<file path="src/rtl/exti_pkg.sv">
package exti_pkg;

  typedef enum logic [1:0] {
    SENSE_LOW  = 2'b00,
    SENSE_ANY  = 2'b01,
    SENSE_FALL = 2'b10,
    SENSE_RISE = 2'b11
  } sense_e;

  localparam logic [1:0] ADR_SENSE_LO = 2'd0;
  localparam logic [1:0] ADR_SENSE_HI = 2'd1;
  localparam logic [1:0] ADR_MASK     = 2'd2;
  localparam logic [1:0] ADR_FLAG     = 2'd3;

  // Edge qualification between the previous and the current synchronized level.
  function automatic logic edge_hit(input logic [1:0] mode, input logic prev, input logic cur);
    case (mode)
      SENSE_ANY:  return prev ^ cur;
      SENSE_FALL: return prev & ~cur;
      SENSE_RISE: return ~prev & cur;
      default:    return 1'b0;
    endcase
  endfunction

  // Level request: active while the synchronized pin is low in level mode.
  function automatic logic level_hit(input logic [1:0] mode, input logic cur);
    return (mode == SENSE_LOW) && !cur;
  endfunction

endpackage

</file>
<file path="src/rtl/exti_sync.sv">
module exti_sync #(
  parameter int WIDTH  = 8,
  parameter int STAGES = 2
) (
  input  logic             clk,
  input  logic             rst_n,
  input  logic [WIDTH-1:0] d_i,
  output logic [WIDTH-1:0] q_o
);

  logic [WIDTH-1:0] stage_q [STAGES];

  always_ff @(posedge clk) begin
    if (!rst_n) begin
      for (int k = 0; k < STAGES; k++) stage_q[k] <= '0;
    end else begin
      stage_q[0] <= d_i;
      for (int k = 1; k < STAGES; k++) stage_q[k] <= stage_q[k-1];
    end
  end

  assign q_o = stage_q[STAGES-1];

endmodule

</file>
<file path="src/rtl/exti_line_detect.sv">
module exti_line_detect
  import exti_pkg::*;
(
  input  logic       clk,
  input  logic       rst_n,
  input  logic [1:0] sense_i,
  input  logic       sync_i,
  input  logic       clr_i,
  output logic       flag_o,
  output logic       level_req_o,
  output logic       set_evt_o
);

  logic prev_q;
  logic flag_q;
  logic is_level;

  assign is_level    = (sense_i == SENSE_LOW);
  assign set_evt_o   = edge_hit(sense_i, prev_q, sync_i);
  assign level_req_o = level_hit(sense_i, sync_i);
  assign flag_o      = flag_q;

  always_ff @(posedge clk) begin
    if (!rst_n) begin
      prev_q <= 1'b0;
      flag_q <= 1'b0;
    end else begin
      prev_q <= sync_i;
      if (is_level)       flag_q <= 1'b0;
      else if (set_evt_o) flag_q <= 1'b1;
      else if (clr_i)     flag_q <= 1'b0;
    end
  end

  // a set event wins over any concurrent clear
  p_set_wins_r9: assert property (@(posedge clk) disable iff (!rst_n)
    set_evt_o |=> flag_o);

  // level mode leaves no flag behind
  p_level_no_flag_r5: assert property (@(posedge clk) disable iff (!rst_n)
    level_req_o |=> !flag_o);

endmodule

</file>
<file path="src/rtl/exti_prio.sv">
module exti_prio #(
  parameter int N  = 8,
  localparam int IW = (N > 1) ? $clog2(N) : 1
) (
  input  logic          clk,
  input  logic          rst_n,
  input  logic [N-1:0]  req_i,
  output logic          any_o,
  output logic [IW-1:0] idx_o
);

  always_comb begin
    any_o = 1'b0;
    idx_o = '0;
    for (int i = N - 1; i >= 0; i--) begin
      if (req_i[i]) begin
        any_o = 1'b1;
        idx_o = IW'(i);
      end
    end
  end

  // the chosen index is itself pending
  p_win_pending_r7: assert property (@(posedge clk) disable iff (!rst_n)
    any_o |-> req_i[idx_o]);

  // no lower-numbered line is pending
  p_no_lower_r7: assert property (@(posedge clk) disable iff (!rst_n)
    any_o |-> ((req_i & ((N'(1) << idx_o) - N'(1))) == '0));

endmodule

</file>
<file path="src/rtl/exti_ctrl.sv">
module exti_ctrl
  import exti_pkg::*;
#(
  parameter int NUM_LINES   = 8,
  parameter int SYNC_STAGES = 2,
  parameter int SLEEP_LINES = 4,
  parameter int DATA_W      = 8,
  localparam int IDX_W      = $clog2(NUM_LINES)
) (
  input  logic              clk,
  input  logic              rst_n,
  input  logic [NUM_LINES-1:0] pins_i,
  input  logic              sleep_i,
  input  logic              gie_i,
  input  logic [1:0]        bus_addr_i,
  input  logic              bus_wr_i,
  input  logic [DATA_W-1:0] bus_wdata_i,
  output logic [DATA_W-1:0] bus_rdata_o,
  output logic              irq_req_o,
  output logic [IDX_W-1:0]  irq_idx_o,
  input  logic              irq_ack_i
);

  localparam int SENSE_W = 2 * NUM_LINES;

  logic [SENSE_W-1:0]   sense_q;
  logic [NUM_LINES-1:0] mask_q;
  logic [NUM_LINES-1:0] pin_eff;
  logic [NUM_LINES-1:0] pin_sync;
  logic [NUM_LINES-1:0] flag_vec;
  logic [NUM_LINES-1:0] level_vec;
  logic [NUM_LINES-1:0] set_evt_vec;
  logic [NUM_LINES-1:0] clr_vec;
  logic [NUM_LINES-1:0] pend_vec;
  logic                 pend_any;
  logic [IDX_W-1:0]     win_idx;
  logic                 req_valid_q;
  logic [IDX_W-1:0]     req_idx_q;
  logic                 ack_hit;
  logic                 wr_flag;

  // Register writes
  assign wr_flag = bus_wr_i && (bus_addr_i == ADR_FLAG);

  always_ff @(posedge clk) begin
    if (!rst_n) begin
      sense_q <= '0;
      mask_q  <= '0;
    end else if (bus_wr_i) begin
      case (bus_addr_i)
        ADR_SENSE_LO: sense_q[DATA_W-1:0]           <= bus_wdata_i;
        ADR_SENSE_HI: sense_q[SENSE_W-1 -: DATA_W]   <= bus_wdata_i;
        ADR_MASK:     mask_q                        <= bus_wdata_i[NUM_LINES-1:0];
        default: ;
      endcase
    end
  end

  always_comb begin
    case (bus_addr_i)
      ADR_SENSE_LO: bus_rdata_o = sense_q[DATA_W-1:0];
      ADR_SENSE_HI: bus_rdata_o = sense_q[SENSE_W-1 -: DATA_W];
      ADR_MASK:     bus_rdata_o = DATA_W'(mask_q);
      default:      bus_rdata_o = DATA_W'(flag_vec);
    endcase
  end

  // Sleep gating of the low-line input buffers
  for (genvar g = 0; g < NUM_LINES; g++) begin : g_gate
    if (g < SLEEP_LINES) begin : g_low
      assign pin_eff[g] = pins_i[g] & ~(sleep_i & ~mask_q[g]);
    end else begin : g_high
      assign pin_eff[g] = pins_i[g];
    end
  end

  exti_sync #(.WIDTH(NUM_LINES), .STAGES(SYNC_STAGES)) u_sync (
    .clk   (clk),
    .rst_n (rst_n),
    .d_i   (pin_eff),
    .q_o   (pin_sync)
  );

  // Clears: write-one from software, or acknowledge of the presented line
  assign ack_hit = irq_ack_i && req_valid_q;
  assign clr_vec = (wr_flag ? bus_wdata_i[NUM_LINES-1:0] : '0)
                 | (ack_hit ? (NUM_LINES'(1) << req_idx_q) : '0);

  for (genvar g = 0; g < NUM_LINES; g++) begin : g_line
    exti_line_detect u_det (
      .clk         (clk),
      .rst_n       (rst_n),
      .sense_i     (sense_q[2*g +: 2]),
      .sync_i      (pin_sync[g]),
      .clr_i       (clr_vec[g]),
      .flag_o      (flag_vec[g]),
      .level_req_o (level_vec[g]),
      .set_evt_o   (set_evt_vec[g])
    );
    assign pend_vec[g] = (level_vec[g] | flag_vec[g]) & mask_q[g] & gie_i;
  end

  exti_prio #(.N(NUM_LINES)) u_prio (
    .clk   (clk),
    .rst_n (rst_n),
    .req_i (pend_vec),
    .any_o (pend_any),
    .idx_o (win_idx)
  );

  // Request hold: index frozen until acknowledge or withdrawal
  always_ff @(posedge clk) begin
    if (!rst_n) begin
      req_valid_q <= 1'b0;
      req_idx_q   <= '0;
    end else if (req_valid_q) begin
      if (ack_hit || !pend_vec[req_idx_q]) req_valid_q <= 1'b0;
    end else if (pend_any) begin
      req_valid_q <= 1'b1;
      req_idx_q   <= win_idx;
    end
  end

  assign irq_req_o = req_valid_q;
  assign irq_idx_o = req_idx_q;

  // a fresh request needs the global enable in the cycle before
  p_req_gated_r6: assert property (@(posedge clk) disable iff (!rst_n)
    $rose(irq_req_o) |-> $past(gie_i));

  // presented index holds while the request stays up
  p_idx_stable_r7: assert property (@(posedge clk) disable iff (!rst_n)
    (irq_req_o && !irq_ack_i) |=> (!irq_req_o || $stable(irq_idx_o)));

  // acknowledge drops the request on the next cycle
  p_ack_drop_r8: assert property (@(posedge clk) disable iff (!rst_n)
    (irq_req_o && irq_ack_i) |=> !irq_req_o);

  // acknowledge clears the flag unless a new event lands at once
  p_ack_clears_r8: assert property (@(posedge clk) disable iff (!rst_n)
    (ack_hit && !set_evt_vec[req_idx_q]) |=> !flag_vec[$past(req_idx_q)]);

endmodule

</file>
<file path="config.mk">
export PLATFORM = sky130hd
export DESIGN_NAME = exti_ctrl
export DESIGN_NICKNAME = d
export VERILOG_FILES = /design/src/rtl/exti_pkg.sv /design/src/rtl/exti_sync.sv /design/src/rtl/exti_line_detect.sv /design/src/rtl/exti_prio.sv /design/src/rtl/exti_ctrl.sv
export SDC_FILE = /design/constraint.sdc
export NUM_CORES = 1
export LEC_CHECK = 0
export BUFFER_PORTS_ARGS = -buffer_cell sky130_fd_sc_hd__buf_4
export CAP_MARGIN = 20
export CELL_PAD_IN_SITES_DETAIL_PLACEMENT = 0
export CELL_PAD_IN_SITES_GLOBAL_PLACEMENT = 1
export CORE_ASPECT_RATIO = 0.75
export CORE_MARGIN = 2
export CORE_UTILIZATION = 36
export DETAILED_ROUTE_END_ITERATION = 7
export PLACE_DENSITY = 0.63
export SLEW_MARGIN = 20
export SYNTH_ARGS = -nofsm -noshare
export SYNTH_HDL_FRONTEND = slang
export SYNTH_SLANG_ARGS = --single-unit
</file>
<file path="constraint.sdc">
create_clock -name clk -period 1.95 [get_ports clk]
set_clock_uncertainty 0.1 [all_clocks]
set_input_delay 0.2925 -clock clk [delete_from_list [all_inputs] [get_ports clk]]
set_output_delay 0.2925 -clock clk [all_outputs]
set_load 0.05 [all_outputs]
</file>
## Word level (Yosys, flattened, before mapping)

Memory sizes are Yosys's and may differ from the RTL's.
Cells that the tools add are included.

| operators by class | value |
|---|---|
| reductions and logical operators | 49 |
| shift-type cells | 1 |
| mux-type cells | 52 |
| order comparisons | 1 |
| bitwise gates (word level) | 85 |
| eq/ne operators | 27 |

Operators by type and width:

| operator | number |
|---|---|
| 1-bit bitwise AND | 40 |
| 2-bit equality test (second input constant) | 18 |
| 8-bit 2-to-1 mux | 4 |
| 1-bit 2-to-1 mux | 30 |
| 1-bit inverter | 26 |
| 3-bit 2-to-1 mux | 8 |
| 1-bit case mux with 3 select lines | 8 |
| 8-bit case mux with 3 select lines | 1 |
| 2-bit by 1-bit equality test with 1-bit output (second input constant) | 9 |
| 2-bit logical NOT | 9 |
| 2-bit nonzero test | 8 |
| 2-bit OR reduction | 8 |
| 1-bit logical AND | 10 |
| 1-bit bitwise OR | 10 |
| 1-bit logical NOT | 9 |
| 8-bit bitwise OR | 1 |
| 2-bit AND reduction | 4 |
| 1-bit by 3-bit left shift with 8-bit output (first input constant) | 1 |
| 1-bit bitwise XOR | 8 |
| 3-bit by 4-bit less-than comparator with 1-bit output (second input constant) | 1 |
| 1-bit binary-select mux with 3-bit select | 1 |
| 1-bit logical OR | 1 |

| storage, ports and cells | value |
|---|---|
| memory bits (writable) | 16 |
| bits of input ports | 24 |
| output and inout bits | 12 |
| register bits after elaboration | 44 |
| memories | 1 |

Memories:

| memory | words | width | read ports | clocked after memory_dff | write ports | RTL line | text |
|---|---|---|---|---|---|---|---|
| u_sync.stage_q | 2 | 8 | 2 | 0 | 2 | exti_sync.sv:11 | `logic [WIDTH-1:0] stage_q [STAGES];` |

## Depth between registers and ports, before layout

| depth | value |
|---|---|
| depth after elaboration | 15 |
| depth in mapped cells | 6 |
| gate-level depth less buffers | 6 |

## By module

A second synthesis with hierarchy kept.

| unflattened totals | value |
|---|---|
| cell total of the unflattened synthesis | 352 |
| area total of the unflattened synthesis | 3357.0 um2 |

By module, submodules not included:

| module | cells each | sequential area each (um2) | times used | area each (um2) |
|---|---|---|---|---|
| exti_ctrl | 154 | 560.5 | 1 | 1589.0 |
| exti_line_detect | 18 | 40.0 | 8 | 147.6 |
| exti_sync | 41 | 320.3 | 1 | 506.7 |
| exti_prio | 13 | 0.0 | 1 | 80.1 |

## Least setup slack after synthesis

No wires, ideal clock.

| path | value |
|---|---|
| kind | register -> register |
| from | register req_idx_q[1] (netlist: irq_idx_o[1]) |
| to | register req_valid_q (netlist: irq_req_o) |
| stages on the path, launching flop included | 7 |
| required time | 1735 ps |
| period minus slack after synthesis | 1769 ps |
| setup slack | 181 ps |
| library setup time | 115 ps |
| data arrival time | 1555 ps |
| cells stage by stage | dfxtp_1 -> buf_2 -> nor3b_1 -> o2111ai_1 -> nand4_1 -> o31a_1 -> o21a_1 |

| between the ends | value |
|---|---|
| longest elaborated chain between the ends | 6 |

Ends and longest elaborated chain:

| item | RTL line | text |
|---|---|---|
| start, declared | exti_ctrl.sv:38 | `logic [IDX_W-1:0] req_idx_q;` |
| start signal, assigned | exti_ctrl.sv:120 | `req_idx_q <= win_idx;` |
| 1-bit binary-select mux with 3-bit select | exti_ctrl.sv:117 | `if (ack_hit \|\| !pend_vec[req_idx_q]) req_valid_q <= 1'b0;` |
| 1-bit 2-to-1 mux (implied by the code) | exti_ctrl.sv:117 |  |
| 1-bit logical NOT | exti_ctrl.sv:117 |  |
| 1-bit logical OR | exti_ctrl.sv:117 |  |
| 1-bit 2-to-1 mux | exti_ctrl.sv:117 |  |
| 1-bit 2-to-1 mux | exti_ctrl.sv:116 | `end else if (req_valid_q) begin` |
| end signal, assigned | exti_ctrl.sv:114 | `req_valid_q <= 1'b0;` |
| end signal, assigned | exti_ctrl.sv:117 |  |
| end signal, assigned | exti_ctrl.sv:119 | `req_valid_q <= 1'b1;` |
| end, declared | exti_ctrl.sv:37 | `logic req_valid_q;` |

No other way between the ends. The select of a mux whose other input is x is not followed.
A chain may end at the register's enable or synchronous reset.

## Worst setup path in the final report

| path | value |
|---|---|
| from | register sense_q[4] |
| to | output port bus_rdata_o[4] |

| between the ends | value |
|---|---|
| longest elaborated chain between the ends | 1 |

Ends and longest elaborated chain:

| item | RTL line | text |
|---|---|---|
| start, declared | exti_ctrl.sv:26 | `logic [SENSE_W-1:0] sense_q;` |
| start signal, assigned by index | exti_ctrl.sv:51 | `ADR_SENSE_LO: sense_q[DATA_W-1:0] <= bus_wdata_i;` |
| start signal, assigned by index | exti_ctrl.sv:52 | `ADR_SENSE_HI: sense_q[SENSE_W-1 -: DATA_W] <= bus_wdata_i;` |
| 8-bit case mux with 3 select lines | exti_ctrl.sv:60 | `case (bus_addr_i)` |
| end, declared | exti_ctrl.sv:18 | `output logic [DATA_W-1:0] bus_rdata_o,` |

No other way between the ends.

==> reports/metrics.yaml <==
grt_use_total_pct: 18.1
maxCapViolCount: 0
clkTransAtPathRegs_ns: 0.05
cts_max_path_buffers: 2
initial_core_util_pct: 36.8
hold_buffers: 0
numCtsBuffers: 9
root_buffer: "clkbuf_16"
r2r_start: "sense_q[10]"
cts_tree: "done"
clock_latency_ns: 0.33
path_cells: "buf_4, mux4_2, buf_4"
grt_pass1_wl_um: 13000
synthArstFlopShare_pct: 0
cpMaxStageDelayCell: "mux4_2"
die_h_um: 84.3
drive_above_1_share_pct: 23.2
dr_wl_met3_um: 362
cp_data_required_time_ns: 1.56
synthCells: 320
pwr-share-comb_pct: 10.6
htreeDepth: 3
max_slew_margin_pct: 71.5
fp-row-count: 29
crit_top_cell: "buf_4"
ys.flop_type: "dfxtp_1"
crit_path_end_kind: "output pin"
post-place-ws_ns: 0.248
fin_setup_tns_ns: 0
synth_edf_count: 0
startpoint: "sense_q[4]"
antenna_cells: 0
fmax_ghz: 0.546
clkPwrFrac_pct: 47.6
m1WireLength_um: 4290
seq_power_share_pct: 41.7
hold_violations: 0
postSynthAreaPerCell_sq_um: 9.68
criticalPathCategory: "reg2out"
wl_per_cell_um: 16.7
fp.dieW_um: 111
dp_hpwl_um: 5880
fin_crit_sh_pct: 93.8
critPathMaxStageDelay_ns: 0.45
cts.sink_count: 60
final_nets: 403
rsz0062_at_grt: "no"
core_sq_mm: 0.00842
syn_area_sq_mm: 0.00310
internal_power_mw: 2.41
grt_max_degree: 39
ios: 36
crit_fanout: 5
p_sw_share_pct: 23.5
drt_pass1_iterations: 4
wl_um: 7930
finalCriticalPeriod_ns: 1.83
fp.dieArea_sq_mm: 0.00937
worst_ep_arrival_time_ns: 1.44
p_switching_mw: 0.741
synth-seq-cells: 60
gp_congestion: 0.882
ys_seq_area_share_pct: 38.8
synthesis.nets: 360
areaGrowthSynthToFinish_pct: 23.2
fillers: 837
min_path_type: "in2reg"
routed.top_layer: "met4"
grt_antenna_before_repair: 0
cp-start-kind: "register"
outcome: "finished clean"
cts_setup_buffers: 0
portBuffers: 35
post_cts_resized: 0
final_max_slew_viol_count: 0
worstHoldStart: "pins_i[7]"
vias_per_cell: 5.13
p_per_area_mw_per_mm2: 825
worst_slew_pin_slew_ns: 0.427
grt_pass1_vias: 2332
setup_viol: 0
overflow: 0
met2WireLength_um: 3240
peakVddDrop_mv: 0.595
dr_total_vias: 2437
ys_types: 40
fin_ws_ns: 0.120
ant_nets: 0
drc_errors: 0
drt_iter0_markers: 144
leakage_nw: 1.52
yosys_warnings: 0
==> sequential cells by signal, summed over array words and instances, names as in the netlist <==
register             flops
irq_req_o                1
g_line.u_det.prev_q      8
irq_idx_o                3
sense_q                 16
u_sync.stage_q          16
mask_q                   8
g_line.u_det.flag_o      8
==> synthesized netlist by cell type (2+ instances only) <==
cell type | n | share of area, %
dfxtp_1 | 60 | 39
nor2b_1 | 28 | 5.7
mux2i_1 | 24 | 7.8
nand2_1 | 24 | 2.9
inv_1 | 22 | 2.7
and2_1 | 20 | 4.0
ha_1 | 16 | 6.5
a21oi_1 | 15 | 2.4
o21ai_0 | 11 | 1.8
buf_2 | 8 | 1.3
clkbuf_1 | 8 | 0.97
mux4_2 | 8 | 5.8
nand2b_1 | 7 | 1.4
o221ai_1 | 7 | 2.0
a22oi_1 | 6 | 1.5
nor3_2 | 6 | 1.9
nor2_1 | 5 | 0.61
o2111ai_1 | 5 | 1.4
o21a_1 | 4 | 0.97
and3_1 | 3 | 0.61
nand3b_1 | 3 | 0.73
nor3b_1 | 3 | 0.73
o211ai_1 | 3 | 0.73
o211ai_2 | 3 | 1.2
a32oi_1 | 2 | 0.57
nand4_1 | 2 | 0.40
nor3_1 | 2 | 0.32
o21ai_1 | 2 | 0.32
o22ai_1 | 2 | 0.40
==> path summary, 6_finish.rpt <==
check             depth (start not counted)               endpoint  slack, ns
setup / recovery                          3         bus_rdata_o[4]       0.12
hold / removal                            2   u_sync.stage_q[0][7]       0.07
setup reg to reg                          5           irq_idx_o[1]       0.32
hold reg to reg                           1  u_sync.stage_q[0][12]       0.33
==> power groups by stage <==
stage          clock network, mW  registers (mW)  logic (mW)
6_report                    1.50            1.31       0.335
5_1_grt                     1.60            1.32       0.369
4_1_cts                     1.54            1.31       0.339
3_5_place_dp                   0            1.34       0.338
3_3_place_gp                   0            1.34       0.335
2_1_floorplan                  0            1.34       0.203
==> metrics by stage <==
step                      cell area [sq um]  util [%]  total power [mW]  instances  hold slack [ns]
after floorplan                        3100         -              1.54        320            0.284
after global placement                 3530      41.9              1.67        460            0.313
after detailed placement               3530      41.9              1.68        460            0.318
after CTS                              3820      45.3              3.19        475           0.0595
final                                  3820      45.3              3.15        475           0.0732
after global routing                   3820      45.3              3.29        475           0.0673
==> placed cells by master (no fill, tap or decap), drive strengths merged, types with 2 or more instances in the layout <==
master and count:
a21oi 15, a22oi 6, a32oi 2, a41oi 2, and2 20, and3 3
buf 48, clkbuf 14, dfxtp 60, ha 16, inv 22, mux2i 24
mux4 8, nand2 24, nand2b 7, nand3b 3, nand4 2, nor2 5
nor2b 28, nor3 8, nor3b 3, o2111ai 5, o211ai 7, o21a 4
o21ai 14, o221ai 7, o22ai 2
==> logic make-up (layout without fill, tap and decap cells) <==
group	after synthesis	count (layout)	synth area share [%]
AOI/OAI and AO/OA	69	69	16.4
buffers and inverters	38	85	4.93
adders and majority gates	16	16	6.46
muxes	32	32	13.6
DFF	60	60	38.8
and+or+nand+nor	105	105	19.8
==> area by class of cell <==
type | count | area, sq um | area share [%]
timing repair buffer | 48 | 360 | 9.44
clock inverter | 1 | 5.00 | 0.131
sequential | 60 | 1200 | 31.5
tap | 108 | 135 | 3.54
multi-input combinational | 222 | 1750 | 45.8
inverter | 22 | 82.6 | 2.16
clock buffer | 14 | 284 | 7.44
==> worst max-delay path, delay by kind of cell, from the launching register on <==
family | cells | cell delay (ns)
flip-flops | 1 | 0.31
multiplexers | 1 | 0.45
buffers and inverters | 2 | 0.35
==> routing by layer <==
layer  vias to the layer above  track usage, %
li1                       1225               -
met1                      1167            27.6
met2                        41            24.7
met3                         4            5.85
met4                         0            3.70
met5                         -               0
(Power assumes the default switching activity.)
